<file path="src/rtl/lpm_pkg.sv">
package lpm_pkg;
  localparam int LVL_W  = 2;
  localparam int ROOT_W = 16;
  localparam int STRIDE = 8;
  typedef logic [LVL_W-1:0] lvl_t;
  localparam lvl_t LVL_ROOT = 2'd0;
  localparam lvl_t LVL_LAST = 2'd2;
endpackage

</file>
<file path="src/rtl/lpm_ctx_fifo.sv">
module lpm_ctx_fifo #(
  parameter int WIDTH = 21,
  parameter int DEPTH = 8
) (
  input  logic             clk,
  input  logic             rst_n,
  input  logic             push,
  input  logic             pop,
  input  logic [WIDTH-1:0] din,
  output logic [WIDTH-1:0] dout,
  output logic             empty,
  output logic             full
);
  localparam int PW = (DEPTH > 1) ? $clog2(DEPTH) : 1;
  localparam int CW = $clog2(DEPTH + 1);

  logic [WIDTH-1:0] slot_q [DEPTH];
  logic [PW-1:0]    wr_q, wr_d, rd_q, rd_d;
  logic [CW-1:0]    cnt_q, cnt_d;

  function automatic logic [PW-1:0] step(input logic [PW-1:0] p);
    return (p == PW'(DEPTH - 1)) ? '0 : p + PW'(1);
  endfunction

  always_comb begin
    wr_d = push ? step(wr_q) : wr_q;
    rd_d = pop  ? step(rd_q) : rd_q;
    unique case ({push, pop})
      2'b10:   cnt_d = cnt_q + CW'(1);
      2'b01:   cnt_d = cnt_q - CW'(1);
      default: cnt_d = cnt_q;
    endcase
  end

  always_ff @(posedge clk or negedge rst_n) begin
    if (!rst_n) begin
      wr_q  <= '0;
      rd_q  <= '0;
      cnt_q <= '0;
    end else begin
      wr_q  <= wr_d;
      rd_q  <= rd_d;
      cnt_q <= cnt_d;
    end
  end

  always_ff @(posedge clk) begin
    if (push) slot_q[wr_q] <= din;
  end

  assign dout  = slot_q[rd_q];
  assign empty = (cnt_q == '0);
  assign full  = (cnt_q == CW'(DEPTH));

  assert_fifo_no_overflow_R10: assert property (@(posedge clk) disable iff (!rst_n)
    (push && !pop) |-> !full);
  assert_fifo_no_underflow_R10: assert property (@(posedge clk) disable iff (!rst_n)
    pop |-> !empty);
endmodule

</file>
<file path="src/rtl/lpm_cbuf.sv">
module lpm_cbuf #(
  parameter int DATA_W = 18,
  parameter int DEPTH  = 8,
  parameter int TOK_W  = $clog2(DEPTH)
) (
  input  logic              clk,
  input  logic              rst_n,
  input  logic              tok_take,
  output logic              tok_avail,
  output logic [TOK_W-1:0]  tok_id,
  input  logic              put_en,
  input  logic [TOK_W-1:0]  put_id,
  input  logic [DATA_W-1:0] put_data,
  input  logic              res_take,
  output logic              res_valid,
  output logic [DATA_W-1:0] res_data
);
  localparam int CW = $clog2(DEPTH + 1);

  logic [DATA_W-1:0] data_q [DEPTH];
  logic [DEPTH-1:0]  done_q, done_d;
  logic [TOK_W-1:0]  alloc_q, alloc_d, ret_q, ret_d;
  logic [CW-1:0]     cnt_q, cnt_d;

  function automatic logic [TOK_W-1:0] step(input logic [TOK_W-1:0] p);
    return (p == TOK_W'(DEPTH - 1)) ? '0 : p + TOK_W'(1);
  endfunction

  always_comb begin
    alloc_d = tok_take ? step(alloc_q) : alloc_q;
    ret_d   = res_take ? step(ret_q)   : ret_q;
    unique case ({tok_take, res_take})
      2'b10:   cnt_d = cnt_q + CW'(1);
      2'b01:   cnt_d = cnt_q - CW'(1);
      default: cnt_d = cnt_q;
    endcase
    done_d = done_q;
    for (int i = 0; i < DEPTH; i++) begin
      if (put_en && put_id == TOK_W'(i))  done_d[i] = 1'b1;
      if (res_take && ret_q == TOK_W'(i)) done_d[i] = 1'b0;
    end
  end

  always_ff @(posedge clk or negedge rst_n) begin
    if (!rst_n) begin
      alloc_q <= '0;
      ret_q   <= '0;
      cnt_q   <= '0;
      done_q  <= '0;
    end else begin
      alloc_q <= alloc_d;
      ret_q   <= ret_d;
      cnt_q   <= cnt_d;
      done_q  <= done_d;
    end
  end

  for (genvar g = 0; g < DEPTH; g++) begin : g_slot
    logic wr_en;
    assign wr_en = put_en && (put_id == TOK_W'(g));
    always_ff @(posedge clk) begin
      if (wr_en) data_q[g] <= put_data;
    end
  end

  assign tok_avail = (cnt_q != CW'(DEPTH));
  assign tok_id    = alloc_q;
  assign res_valid = done_q[ret_q];
  assign res_data  = data_q[ret_q];

  assert_put_open_slot_R6: assert property (@(posedge clk) disable iff (!rst_n)
    put_en |-> !done_q[put_id]);
  assert_token_stall_R9: assert property (@(posedge clk) disable iff (!rst_n)
    tok_take |-> tok_avail);
  assert_result_hold_R11: assert property (@(posedge clk) disable iff (!rst_n)
    (res_valid && !res_take) |=> (res_valid && $stable(res_data)));
endmodule

</file>
<file path="src/rtl/lpm_circ_engine.sv">
module lpm_circ_engine
  import lpm_pkg::*;
#(
  parameter int ADDR_W     = 18,
  parameter int FIFO_DEPTH = 8,
  parameter int CB_DEPTH   = 8
) (
  input  logic              clk,
  input  logic              rst_n,
  input  logic              in_valid,
  input  logic [31:0]       in_addr,
  output logic              in_ready,
  output logic              mem_req_valid,
  input  logic              mem_req_ready,
  output logic [ADDR_W-1:0] mem_req_addr,
  input  logic              mem_rsp_valid,
  input  logic [ADDR_W:0]   mem_rsp_data,
  output logic              mem_rsp_deq,
  output logic              out_valid,
  input  logic              out_ready,
  output logic [ADDR_W-1:0] out_data
);
  localparam int TOK_W = $clog2(CB_DEPTH);
  localparam int CTX_W = TOK_W + ROOT_W + LVL_W;

  logic              tok_avail;
  logic [TOK_W-1:0]  tok_id;
  logic [CTX_W-1:0]  ctx_in, ctx_head;
  logic [TOK_W-1:0]  h_tok;
  logic [ROOT_W-1:0] h_rem;
  lvl_t              h_lvl;
  logic              fifo_empty, fifo_full, fifo_push, fifo_pop;
  logic              rsp_leaf;
  logic [ADDR_W-1:0] rsp_payload;
  logic              exit_fire, recirc_fire, enter_fire, ptr_waiting;

  assign {h_tok, h_rem, h_lvl} = ctx_head;
  // leaf flag on top, payload below it
  assign rsp_leaf    = mem_rsp_data[ADDR_W];
  assign rsp_payload = mem_rsp_data[ADDR_W-1:0];

  always_comb begin
    ptr_waiting = mem_rsp_valid && !rsp_leaf;
    exit_fire   = mem_rsp_valid && rsp_leaf;
    recirc_fire = ptr_waiting && mem_req_ready;
    // a retiring leaf frees a queue slot in the same cycle
    in_ready    = tok_avail && (!fifo_full || exit_fire) && mem_req_ready && !ptr_waiting;
    enter_fire  = in_valid && in_ready;
    fifo_push   = enter_fire || recirc_fire;
    fifo_pop    = exit_fire || recirc_fire;
    mem_req_valid = enter_fire || recirc_fire;
    if (recirc_fire) begin
      // base pointer plus the next unconsumed byte
      mem_req_addr = rsp_payload + ADDR_W'(h_rem[ROOT_W-1 -: STRIDE]);
      ctx_in = {h_tok, h_rem[ROOT_W-STRIDE-1:0], {STRIDE{1'b0}}, lvl_t'(h_lvl + 1'b1)};
    end else begin
      // root read indexed by the upper half
      mem_req_addr = ADDR_W'(in_addr[31:ROOT_W]);
      ctx_in = {tok_id, in_addr[ROOT_W-1:0], LVL_ROOT};
    end
  end

  assign mem_rsp_deq = fifo_pop;

  lpm_ctx_fifo #(.WIDTH(CTX_W), .DEPTH(FIFO_DEPTH)) ctx_q_i (
    .clk   (clk),
    .rst_n (rst_n),
    .push  (fifo_push),
    .pop   (fifo_pop),
    .din   (ctx_in),
    .dout  (ctx_head),
    .empty (fifo_empty),
    .full  (fifo_full)
  );

  lpm_cbuf #(.DATA_W(ADDR_W), .DEPTH(CB_DEPTH), .TOK_W(TOK_W)) reorder_i (
    .clk       (clk),
    .rst_n     (rst_n),
    .tok_take  (enter_fire),
    .tok_avail (tok_avail),
    .tok_id    (tok_id),
    .put_en    (exit_fire),
    .put_id    (h_tok),
    .put_data  (rsp_payload),
    .res_take  (out_valid && out_ready),
    .res_valid (out_valid),
    .res_data  (out_data)
  );

  assert_last_level_leaf_R5: assert property (@(posedge clk) disable iff (!rst_n)
    (mem_rsp_valid && !fifo_empty && h_lvl == LVL_LAST) |-> rsp_leaf);
  assert_rsp_has_context_R10: assert property (@(posedge clk) disable iff (!rst_n)
    mem_rsp_valid |-> !fifo_empty);
  assert_deq_when_valid_R10: assert property (@(posedge clk) disable iff (!rst_n)
    mem_rsp_deq |-> mem_rsp_valid);
  assert_req_source_R8: assert property (@(posedge clk) disable iff (!rst_n)
    (mem_req_valid && !mem_rsp_valid) |-> in_valid);
endmodule

</file>
<file path="config.mk">
export PLATFORM = sky130hd
export DESIGN_NAME = lpm_circ_engine
export DESIGN_NICKNAME = d
export VERILOG_FILES = /design/src/rtl/lpm_pkg.sv /design/src/rtl/lpm_ctx_fifo.sv /design/src/rtl/lpm_cbuf.sv /design/src/rtl/lpm_circ_engine.sv
export SDC_FILE = /design/constraint.sdc
export NUM_CORES = 1
export LEC_CHECK = 0
export BUFFER_PORTS_ARGS = -buffer_cell sky130_fd_sc_hd__buf_2
export CORE_MARGIN = 4
export CORE_UTILIZATION = 50
export CTS_BUF_LIST = sky130_fd_sc_hd__clkbuf_4 sky130_fd_sc_hd__clkbuf_8
export CTS_CLUSTER_SIZE = 40
export DETAILED_ROUTE_END_ITERATION = 8
export PLACE_DENSITY = 0.68
export SLEW_MARGIN = 20
export SYNTH_ARGS = -nofsm -noshare
export SYNTH_HDL_FRONTEND = slang
export SYNTH_HIERARCHICAL = 1
export SYNTH_SLANG_ARGS = --single-unit
</file>
<file path="constraint.sdc">
create_clock -name clk -period 8.8 [get_ports clk]
set_clock_uncertainty 0.15 [all_clocks]
set_input_delay 0.88 -clock clk [delete_from_list [all_inputs] [get_ports clk]]
set_output_delay 0.88 -clock clk [all_outputs]
set_load 0.01 [all_outputs]
</file>
After elaboration in Yosys (flattened, before gate mapping)
Memory sizes are Yosys's and may differ from the RTL's.
Cells that the tools add are included.
{"block": "word_totals", "regBits": 28, "ramBits": 312, "inputBits": 57, "elab_cells": 164, "mem_count": 2}
{"memory": "ctx_q_i.slot_q", "words": 8, "word_bits": 21, "rd": 1, "rd_clocked_by_memory_dff": 0, "write_ports": 1, "line_no": "lpm_ctx_fifo.sv:17", "text": "logic [WIDTH-1:0] slot_q [DEPTH];"}
{"memory": "reorder_i.data_q", "words": 8, "word_bits": 18, "rd": 1, "rd_clocked_by_memory_dff": 0, "write_ports": 1, "line_no": "lpm_cbuf.sv:20", "text": "logic [DATA_W-1:0] data_q [DEPTH];"}
{"block": "classes", "n_addsub": 10, "magnitude_cmp": 1, "eq_ne": 23, "n_mux": 65, "n_reduce_logical": 49}
{"cell": "$mux 18", "count": 8}
{"cell": "$reduce_or 18->1", "count": 7}
{"cell": "$mux 1", "count": 42}
{"cell": "$eq 3x3->1 const B", "count": 11}
{"cell": "$mux 3", "count": 11}
{"cell": "$logic_and 1x1->1", "count": 24}
{"cell": "$mux 21", "count": 1}
{"cell": "$reduce_bool 2->1", "count": 10}
{"cell": "$add 18x8->18", "count": 1}
{"cell": "$pmux 4 s2", "count": 2}
{"cell": "$add 3x1->3 const B", "count": 4}
{"cell": "$eq 3x2->1 const B", "count": 4}
{"cell": "$add 4x1->4 const B", "count": 2}
{"cell": "$sub 4x1->4 const B", "count": 2}
{"cell": "$eq 3x1->1 const B", "count": 2}
{"cell": "$logic_not 3->1", "count": 2}
{"cell": "$eq 2x1->1 const B", "count": 2}
{"cell": "$eq 2x2->1 const B", "count": 2}
{"cell": "$eq 4x4->1 const B", "count": 1}
{"cell": "$lt 3x4->1 const B", "count": 1}
{"cell": "$ne 4x4->1 const B", "count": 1}
{"cell": "$bmux 1 s3", "count": 1}
{"cell": "$logic_not 1->1", "count": 3}
{"cell": "$logic_or 1x1->1", "count": 3}
{"cell": "$add 2x1->2 const B", "count": 1}

Logic depth before layout (Yosys ltp)
Gate-level depths: netlist (run 1).
An unclocked memory read counts as a cell.
{"block": "logic_depth", "ltp_word": 13, "depth_mapped": 13, "mapped_depth_nobuf": 13}

Hierarchy
The synthesis (run 1) kept the hierarchy.
{"module": "lpm_ctx_fifo", "instances": 1, "cells_per_inst": 299, "area_per_inst_um2": 7025.5, "seq_area_each_um2": 5295.1}
{"module": "lpm_cbuf", "instances": 1, "cells_per_inst": 344, "area_per_inst_um2": 6401.1, "seq_area_each_um2": 4774.6}
{"module": "lpm_circ_engine", "instances": 1, "cells_per_inst": 145, "area_per_inst_um2": 1014.7, "seq_area_each_um2": 0.0}

Worst setup path after synthesis (run 1)
Ideal clock, no wire load.
{"block": "synth_path", "path_type": "reg-to-output", "from": "register ctx_q_i.rd_q[1]", "to": "output port mem_req_addr[10]", "t_arrival_ns": 3.062, "t_required_ns": 7.770, "slack_ns": 4.708, "path_stages_with_launch": 12, "cell_sequence": "dfrtp_1 clkbuf_1 clkbuf_1 mux4_2 mux2_2 ha_1 fa_1 a211oi_1 o211ai_1 nand4_1 xor2_1 o21ai_0"}
{"block": "synth_via", "elab_chain_len": 3}
{"element": "start, declared", "line_no": "lpm_ctx_fifo.sv:18", "text": "logic [PW-1:0] wr_q, wr_d, rd_q, rd_d;"}
{"element": "start signal, assigned", "line_no": "lpm_ctx_fifo.sv:42", "text": "rd_q <= rd_d;"}
{"element": "$mem_v2 8x21"}
{"element": "named net ctx_head[10]", "line_no": "lpm_circ_engine.sv:28", "text": "logic [CTX_W-1:0] ctx_in, ctx_head;"}
{"element": "$add 18x8->18", "line_no": "lpm_circ_engine.sv:54", "text": "mem_req_addr = rsp_payload + ADDR_W'(h_rem[ROOT_W-1 -: STRIDE]);"}
{"element": "$mux 18", "line_no": "lpm_circ_engine.sv:52", "text": "if (recirc_fire) begin"}
{"element": "end, declared", "line_no": "lpm_circ_engine.sv:15", "text": "output logic [ADDR_W-1:0] mem_req_addr,"}
The timed path passes the listed nets, and every way through them passes these cells.

Worst setup path in the final report (run 1)
{"block": "layout_path", "from": "register ctx_q_i.rd_q[0]", "to": "output port mem_req_addr[8]"}
Same word-level chain as after synthesis.

==> reports/results.ini, run 1 <==
[power_and_ir_drop]
ir_drop_uv = 135
seqPwrFrac_pct = 42.3
intPower_mw = 3.37
p_comb_share_pct = 32.4
power.density_mw_per_mm2 = 311
clockPowerShare_pct = 25.3
p_leak_nw = 5.68
switchingPower_mw = 1.56
netSwitchingFraction_pct = 31.6

[clock_network]
ctsHoldBuffers = 0
cts_resized = 0
clockBufferDepth = 3
clk_pin_slew_ps = 60
cts_root_buffer = clkbuf_8
cts_setup_buffers = 0
htree_levels = 2
numCtsBuffers = 52
cts_tree = done
clock_latency_ps = 570
clock_sinks = 324

[setup_path]
end_kind = output port
crit_type = flop to output port
cp_max_fo = 29
critPathLaunchType = flop
cpPeakStageDelay_ps = 640
crit_chain = buf_4 -> mux4_1 -> mux2_2 -> ha_1 -> nand2_1 -> o21ai_0 -> nand2_1 -> xor2_1 -> o21ai_0 -> buf_2
arrival_ps = 4430
critical_path_required_ps = 7770
path_buf_inv = 2
cp_slowest_cell = o21ai_0
path_delay_family = multiplexers

[floorplan]
die_h_um = 174
die_w_um = 174
rows = 60
die_area_mm2 = 0.0304
core_area_mm2 = 0.0271
io_pins = 97
initial_core_util_pct = 51.0

[place]
dp_hpwl_um = 16200
io_buffers = 96
dp_slack_ps = 3990
place_area_mm2 = 0.0148
place_congestion = 0.783

[timing]
hold_violations = 0
fin_crit_sh_pct = 62.1
final.setup.worst_slack_ps = 3340
rsz0062_at_grt = false
worstMarginPinSlew_ps = 1030
fmax_mhz = 183
tns_ps = 0
setup-violations-final = 0
finalMaxSlewViolations = 0
maxSlewHeadroom_pct = 31.3
period_minus_slack_ps = 5460

[finish]
fill_cells = 2037
fin_nets = 986
post-route-cell-area_mm2 = 0.0158
syn_to_final_growth_pct = 14.6
drive_above_1_share_pct = 34.0

[detailed_routing]
wl_per_cell_um = 20.8
routed_wl_um = 27300
drtIter0Drc = 509
vias = 7155
drc = 0
postRouteAntennaNets = 0
vias_per_cell = 5.45
drtPass1Iterations = 4

[global_routing]
antenna_found_initial = 0
grt_pass1_vias = 7489
gr-total-overflow = 0
grt_pass1_wl_um = 42600
track_usage_pct = 18.1
grt_max_degree = 41

[run_status]
outcome = finished clean

[logic_synthesis]
syn_nets = 846
yosysWarnings = 6
syn_inst = 762
syn_area_mm2 = 0.0138
syn_avg_cell_area_um2 = 18.1

[worst_hold_path]
hold_path.class = input port to asynchronous set/reset pin

[job]
cap_violations = 0

routing by layer:
layer	up-vias	global-route usage (%)	part of all wire [%]
li1	3325	-	-
met1	3588	23.5	41
met2	191	31.4	51
met3	51	3.50	5.3
met4	0	5.05	2.1
met5	-	0	0
power groups by stage:
stage / registers (mW) / clock network (mW) / logic [mW]
6_report: 2.08 / 1.25 / 1.60
5_1_grt: 2.11 / 1.36 / 1.75
4_1_cts: 2.09 / 1.29 / 1.62
3_5_place_dp: 2.12 / 0 / 1.62
3_3_place_gp: 2.11 / 0 / 1.59
2_1_floorplan: 2.03 / 0 / 1.23
final cells by class:
type | instances | area (um2) | share of cell area (%)
diodes | 1 | 2.50 | 0.0158
clock buffers | 71 | 896 | 5.66
clock inverters | 22 | 135 | 0.854
inverters | 9 | 33.8 | 0.213
multi-input cells | 396 | 4050 | 25.6
flip-flops and latches | 324 | 9590 | 60.6
well taps | 372 | 465 | 2.94
repair buffers | 119 | 653 | 4.13
final timing paths:
path | startpoint | endpoint | slack [ps] | depth (start not counted)
min in group clk | reorder_i/cnt_q[3]$_DFFE_PN0P_ | reorder_i/cnt_q[3]$_DFFE_PN0P_ | 310 | 1
worst min register to register | reorder_i/cnt_q[3]$_DFFE_PN0P_ | reorder_i/cnt_q[3]$_DFFE_PN0P_ | 310 | 1
worst max register to register | reorder_i/ret_q[1]$_DFFE_PN0P_ | reorder_i/cnt_q[3]$_DFFE_PN0P_ | 5280 | 9
max in group asynchronous | rst_n | ctx_q_i/rd_q[0]$_DFFE_PN0P_ | 7830 | 1
worst max-delay path | ctx_q_i/rd_q[0]$_DFFE_PN0P_ | mem_req_addr[8] | 3340 | 10
worst min-delay path | rst_n | ctx_q_i/cnt_q[1]$_DFFE_PN0P_ | 200 | 1
layout by cell type (no fill, tap or decap), drive strengths merged, types with 6 or more instances in the layout:
| cell type | count |
|---|---|
| nor3 | 7 |
| xor2 | 19 |
| nand2 | 84 |
| clkbuf | 71 |
| dfrtp | 28 |
| and2 | 10 |
| nand3 | 6 |
| nand2b | 7 |
| edfxtp | 296 |
| mux2 | 43 |
| a21oi | 15 |
| clkinv | 17 |
| buf | 119 |
| mux4 | 76 |
| inv | 12 |
| o21ai | 17 |
| nor2 | 32 |
| ha | 26 |
sequential cells by signal, indices dropped and copies added (netlist names):
signal / cells
ctx_q_i/cnt_q: 4
ctx_q_i/rd_q: 3
ctx_q_i/slot_q: 152
reorder_i/done_q: 8
ctx_q_i/wr_q: 3
reorder_i/tok_id: 3
reorder_i/ret_q: 3
reorder_i/data_q: 144
reorder_i/cnt_q: 4
stage by stage:
step                total power, mW  instances  utilization [%]  hold WS (ps)
floorplan                      3.26        762                -           284
global placement               3.70       1220             54.6           299
detailed placement             3.74       1220             54.6           301
CTS                            5.00       1313             58.4           188
global route                   5.22       1313             58.4           219
finish                         4.93       1314             58.4           198
worst reg2reg max path: stages, from the launching register on:
cell      delay (ps)
dfrtp_1         1020
mux4_2           430
nand2_1           90
nand2_1          100
and2_1           350
ha_1             310
nand2b_1         160
or4b_1           470
a31oi_1          210
xor2_1           170
Note: power is estimated with default switching activity, not from simulation.
==> inputs of run 2 (changes only) <==
Clock period 8.8 ns to 5.2 ns, I/O delays scaled along.
==> run 2 against run 1 <==
Against the previous run:
- cell count fell by 0.38%
- sequential power up 71%
- non-clock buffer count increased by 3
- wire length is 0.55% lower
- critical endpoint unchanged
- critical path depth unchanged
- largest cell class unchanged
- flip-flop and latch count is the same
- register-to-register slack got worse by 3600 ps
- die area unchanged
- via count is 0.42% lower
- total power up 68%
==> reports/results.ini, run 2 (synthesis results as in run 1) <==
[run_status]
outcome = finished clean

[power_and_ir_drop]
p_total_mw = 8.28
ir_drop_uv = 251
p_leak_nw = 5.67
power.density_mw_per_mm2 = 524

[timing]
tns_ps = 0
fmax_mhz = 209
period_minus_slack_ps = 4780
finalMaxSlewViolations = 0
fin_hold_ws_ps = 125
setup-violations-final = 0
fin_crit_sh_pct = 91.9
hold_violations = 0
worstMarginPinSlew_ps = 863
rsz0062_at_grt = false
maxSlewHeadroom_pct = 42.5

[detailed_routing]
routed_wl_um = 27200
wl_per_cell_um = 20.8
postRouteAntennaNets = 0
vias = 7125
drc = 0
drtPass1Iterations = 4
vias_per_cell = 5.44
drtIter0Drc = 431

[setup_path]
r2r-end = reorder_i/cnt_q[3]$_DFFE_PN0P_
end_kind = output port
crit_type = flop to output port
cp_slowest_cell = dfrtp_2
critical_path_required_ps = 4530
reg2reg_from = reorder_i/ret_q[0]$_DFFE_PN0P_
cpPeakStageDelay_ps = 670
crit_chain = buf_4 -> mux4_2 -> mux2_2 -> fa_1 -> a211oi_1 -> o211ai_1 -> nand2_1 -> xor2_1 -> o21ai_0 -> buf_2
cp_max_fo = 17
reg2reg_depth = 9
arrival_ps = 4110
rrSetupSlack_ps = 1660
critPathLaunchType = flop

[finish]
largest_reg_flops = 152
seqCellArea_mm2 = 0.00959
regMostFlops = ctx_q_i/slot_q
multi_input_area_mm2 = 0.00405
fin_nets = 988
final_common_cell = edfxtp_1
top_regs = ctx_q_i/slot_q (152), reorder_i/data_q (144), reorder_i/done_q (8)
syn_to_final_growth_pct = 14.4
final_cell_mix = 296 x edfxtp_1, 96 x buf_2, 83 x nand2_1
fill_cells = 2056
drive_above_1_share_pct = 34.3
post-route-cell-area_mm2 = 0.0158
diodes = 0

[global_routing]
grt_pass1_wl_um = 42400
grt_pass1_vias = 7391
gr-total-overflow = 0
track_usage_pct = 18.0
antenna_found_initial = 0
grt_max_degree = 36

[floorplan]
core_area_mm2 = 0.0271
io_pins = 97
rows = 60
initial_core_util_pct = 51.0
die_area_mm2 = 0.0304
die_h_um = 174
die_w_um = 174

[worst_hold_path]
hold_path.class = input port to flop
min-delay-start = mem_rsp_data[3]
whs_path_depth = 1
hold_end = reorder_i/data_q[7][3]$_DFFE_PP_

[clock_network]
clockBufferDepth = 3
clock_latency_ps = 560
cts_tree = done
clk_pin_slew_ps = 60
clock_sinks = 324
numCtsBuffers = 51
cts_root_buffer = clkbuf_8
htree_levels = 2

[place]
place_area_mm2 = 0.0148
io_buffers = 96
place_congestion = 0.752
dp_hpwl_um = 16800

[job]
cap_violations = 0

[run 2: cell count changes in the layout (fill, tap and decap cells not counted)]
cell and change:
buf_4 +2, clkbuf_4 +7, clkinv_1 -6, dlygate4sd3_1 +1, inv_6 -2, clkinv_2 -2, diode_2 -1, clkbuf_8 -4
[run 2: metrics by stage]
stage	setup WS [ps]	std cells	utilization (%)
final	421	1309	58.3
after global routing	112	1309	58.3
after CTS	355	1309	58.3
after detailed placement	968	1222	54.7
after global placement	965	1222	54.7
after floorplan	1530	762	-
[run 2: where the power goes]
part | switching [mW] | internal (mW) | leakage [nW]
combinational | 1.40 | 1.27 | 2.14
sequential | 0.284 | 3.28 | 3.01
clock | 0.909 | 1.14 | 0.523
total | 2.59 | 5.69 | 5.67
[run 2: how the worst max path moves through the flow]
stage,from,endpoint,cells past startpoint
5_1_grt,ctx_q_i/rd_q[0]$_DFFE_PN0P_,mem_req_addr[8],10
2_1_floorplan,ctx_q_i/rd_q[1]$_DFFE_PN0P_,mem_req_addr[10],11
6_report,ctx_q_i/rd_q[0]$_DFFE_PN0P_,mem_req_addr[8],10
3_5_place_dp,ctx_q_i/rd_q[0]$_DFFE_PN0P_,mem_req_addr[8],10
4_1_cts,ctx_q_i/rd_q[0]$_DFFE_PN0P_,mem_req_addr[8],10
3_3_place_gp,ctx_q_i/rd_q[0]$_DFFE_PN0P_,mem_req_addr[8],10
[run 2: area by class of cell]
cell class	count	area share, %
repair buffers	122	4.29
flip-flops and latches	324	60.7
clock inverters	12	0.538
multi-input cells	396	25.7
clock buffers	74	5.65
well taps	372	2.95
inverters	9	0.214
[run 2: what timing repair did]
item | 4_1_cts | 5_1_grt
hold endpoints to repair | 28 | 0
buffers inserted | 0 | 0
gates resized for setup | 0 | 0
hold buffers | 1 | 0
[run 2: critical path: cells and delay by family, from the launching register on]
| kind | cells | cell delay (ps) |
|---|---|---|
| flip-flops | 1 | 670 |
| buffers and inverters | 2 | 430 |
| multiplexers | 2 | 810 |
| AO/OA/AOI/OAI | 3 | 770 |
| XOR/XNOR | 1 | 280 |
| AND/OR/NAND/NOR | 1 | 160 |
| adder cells (fa/ha/maj) | 1 | 450 |
[run 2: routing by layer]
| layer | routed length [um] | vias up | global-route usage (%) |
|---|---|---|---|
| met5 | 0 | - | 0 |
| met4 | 408 | 0 | 4.32 |
| met1 | 11400 | 3593 | 24.3 |
| met3 | 1360 | 42 | 2.96 |
| met2 | 14000 | 177 | 30.9 |
| li1 | - | 3313 | - |
==> inputs of run 3 (changes only) <==
Settings changed: BUFFER_PORTS_ARGS -buffer_cell sky130_fd_sc_hd__buf_2 to -buffer_cell sky130_fd_sc_hd__buf_4.
==> run 3 against run 2 <==
Against the previous run:
- critical path depth did not move
- global-route usage grew 0.30 points
- worst hold slack got worse by 62 ps
- die area unchanged
- highest routed layer unchanged
- combinational power is 5% higher
- utilization is 0.98 points higher
- largest power group unchanged
==> reports/results.ini, run 3 (synthesis results as in run 1) <==
[run_status]
outcome = finished clean

[finish]
post-route-cell-area_mm2 = 0.0161
fin_nets = 988
seqCellArea_mm2 = 0.00959
final_common_cell = edfxtp_1
syn_to_final_growth_pct = 16.3
top_regs = ctx_q_i/slot_q (152), reorder_i/data_q (144), reorder_i/done_q (8)
drive_above_1_share_pct = 32.8
multi_input_area_mm2 = 0.00402
diodes = 0
regMostFlops = ctx_q_i/slot_q
final_core_util_pct = 59.3
largest_reg_flops = 152
final_cell_mix = 296 x edfxtp_1, 121 x buf_4, 83 x nand2_1
fill_cells = 2007

[place]
place_congestion = 0.814
place_area_mm2 = 0.0150
dp_hpwl_um = 16900
io_buffers = 96

[floorplan]
die_h_um = 174
die_area_mm2 = 0.0304
initial_core_util_pct = 51.0
rows = 60
io_pins = 97
die_w_um = 174
core_area_mm2 = 0.0271

[detailed_routing]
wl_per_cell_um = 21.2
vias_per_cell = 5.53
drc = 0
drtIter0Drc = 583
postRouteAntennaNets = 0
drtPass1Iterations = 5
routed_wl_um = 27900
vias = 7270

[timing]
tns_ps = 0
period_minus_slack_ps = 4850
setup-violations-final = 0
fin_hold_ws_ps = 63.0
hold_violations = 0
fmax_mhz = 206
finalMaxSlewViolations = 0
fin_crit_sh_pct = 93.3
maxSlewHeadroom_pct = 35.9
rsz0062_at_grt = false
worstMarginPinSlew_ps = 961

[power_and_ir_drop]
p_total_mw = 8.47
p_leak_nw = 5.77
ir_drop_uv = 272
power.density_mw_per_mm2 = 527

[global_routing]
grt_pass1_vias = 7704
grt_max_degree = 36
gr-total-overflow = 0
grt_pass1_wl_um = 43400
antenna_found_initial = 0
track_usage_pct = 18.3

[setup_path]
cpPeakStageDelay_ps = 720
arrival_ps = 4180
path_delay_family = multiplexers
path_buf_inv = 1
cp_max_fo = 19
crit_type = flop to output port
cp_slowest_cell = dfrtp_2
critical_path_required_ps = 4530
crit_chain = mux4_2 -> mux2_2 -> ha_1 -> fa_1 -> a211oi_1 -> o211ai_1 -> nand2_1 -> xor2_1 -> o21ai_0 -> buf_4
end_kind = output port
critPathLaunchType = flop

[clock_network]
clock_latency_ps = 560
clockBufferDepth = 3
cts_resized = 0
numCtsBuffers = 51
clock_sinks = 324
htree_levels = 2
cts_root_buffer = clkbuf_8
cts_tree = done
clk_pin_slew_ps = 60

[worst_hold_path]
hold_path.class = input port to flop

[job]
cap_violations = 0

run 3: layout make-up:
| cell class | instances | area share [%] |
|---|---|---|
| clock buffer | 71 | 5.46 |
| clock inverter | 21 | 0.973 |
| inverter | 9 | 0.210 |
| multi-input combinational | 396 | 25.0 |
| sequential | 324 | 59.7 |
| tap | 372 | 2.90 |
| timing repair buffer | 122 | 5.72 |
run 3: path summary, 6_finish.rpt:
check | start | end | slack [ps] | cells after the start
worst max register to register | reorder_i/ret_q[1]$_DFFE_PN0P_ | reorder_i/cnt_q[2]$_DFFE_PN0P_ | 1630 | 11
worst min-delay path | mem_rsp_data[3] | reorder_i/data_q[0][3]$_DFFE_PP_ | 60 | 1
min in group asynchronous | rst_n | ctx_q_i/wr_q[0]$_DFFE_PN0P_ | 280 | 2
worst max-delay path | ctx_q_i/rd_q[0]$_DFFE_PN0P_ | mem_req_addr[8] | 350 | 10
worst min register to register | reorder_i/cnt_q[3]$_DFFE_PN0P_ | reorder_i/cnt_q[3]$_DFFE_PN0P_ | 310 | 1
max in group asynchronous | rst_n | reorder_i/ret_q[0]$_DFFE_PN0P_ | 4290 | 2
run 3: stage by stage:
stage / worst slack [ps] / cells
2_1_floorplan: 1530 / 762
3_3_place_gp: 990 / 1222
3_5_place_dp: 943 / 1222
4_1_cts: 336 / 1315
5_1_grt: 126 / 1315
6_report: 350 / 1315
run 3: repair_timing:
action / 4_1_cts / 5_1_grt
endpoints found under the hold margin: 28 / 0
buffers inserted: 0 / 0
endpoints found under the setup margin: 0 / 0
hold buffers: 1 / 0
run 3: report_power, final:
part	total, mW	switching (mW)	internal (mW)
registers	3.57	0.290	3.28
logic	2.78	1.42	1.35
clock network	2.13	0.938	1.19
total	8.47	2.65	5.82
run 3: per-layer routing:
metal	global-route usage, %	wire, um	vias up
li1	-	-	3329
met1	24.5	11500	3705
met2	31.8	14500	198
met3	2.87	1420	38
met4	4.42	446	0
met5	0	0	-
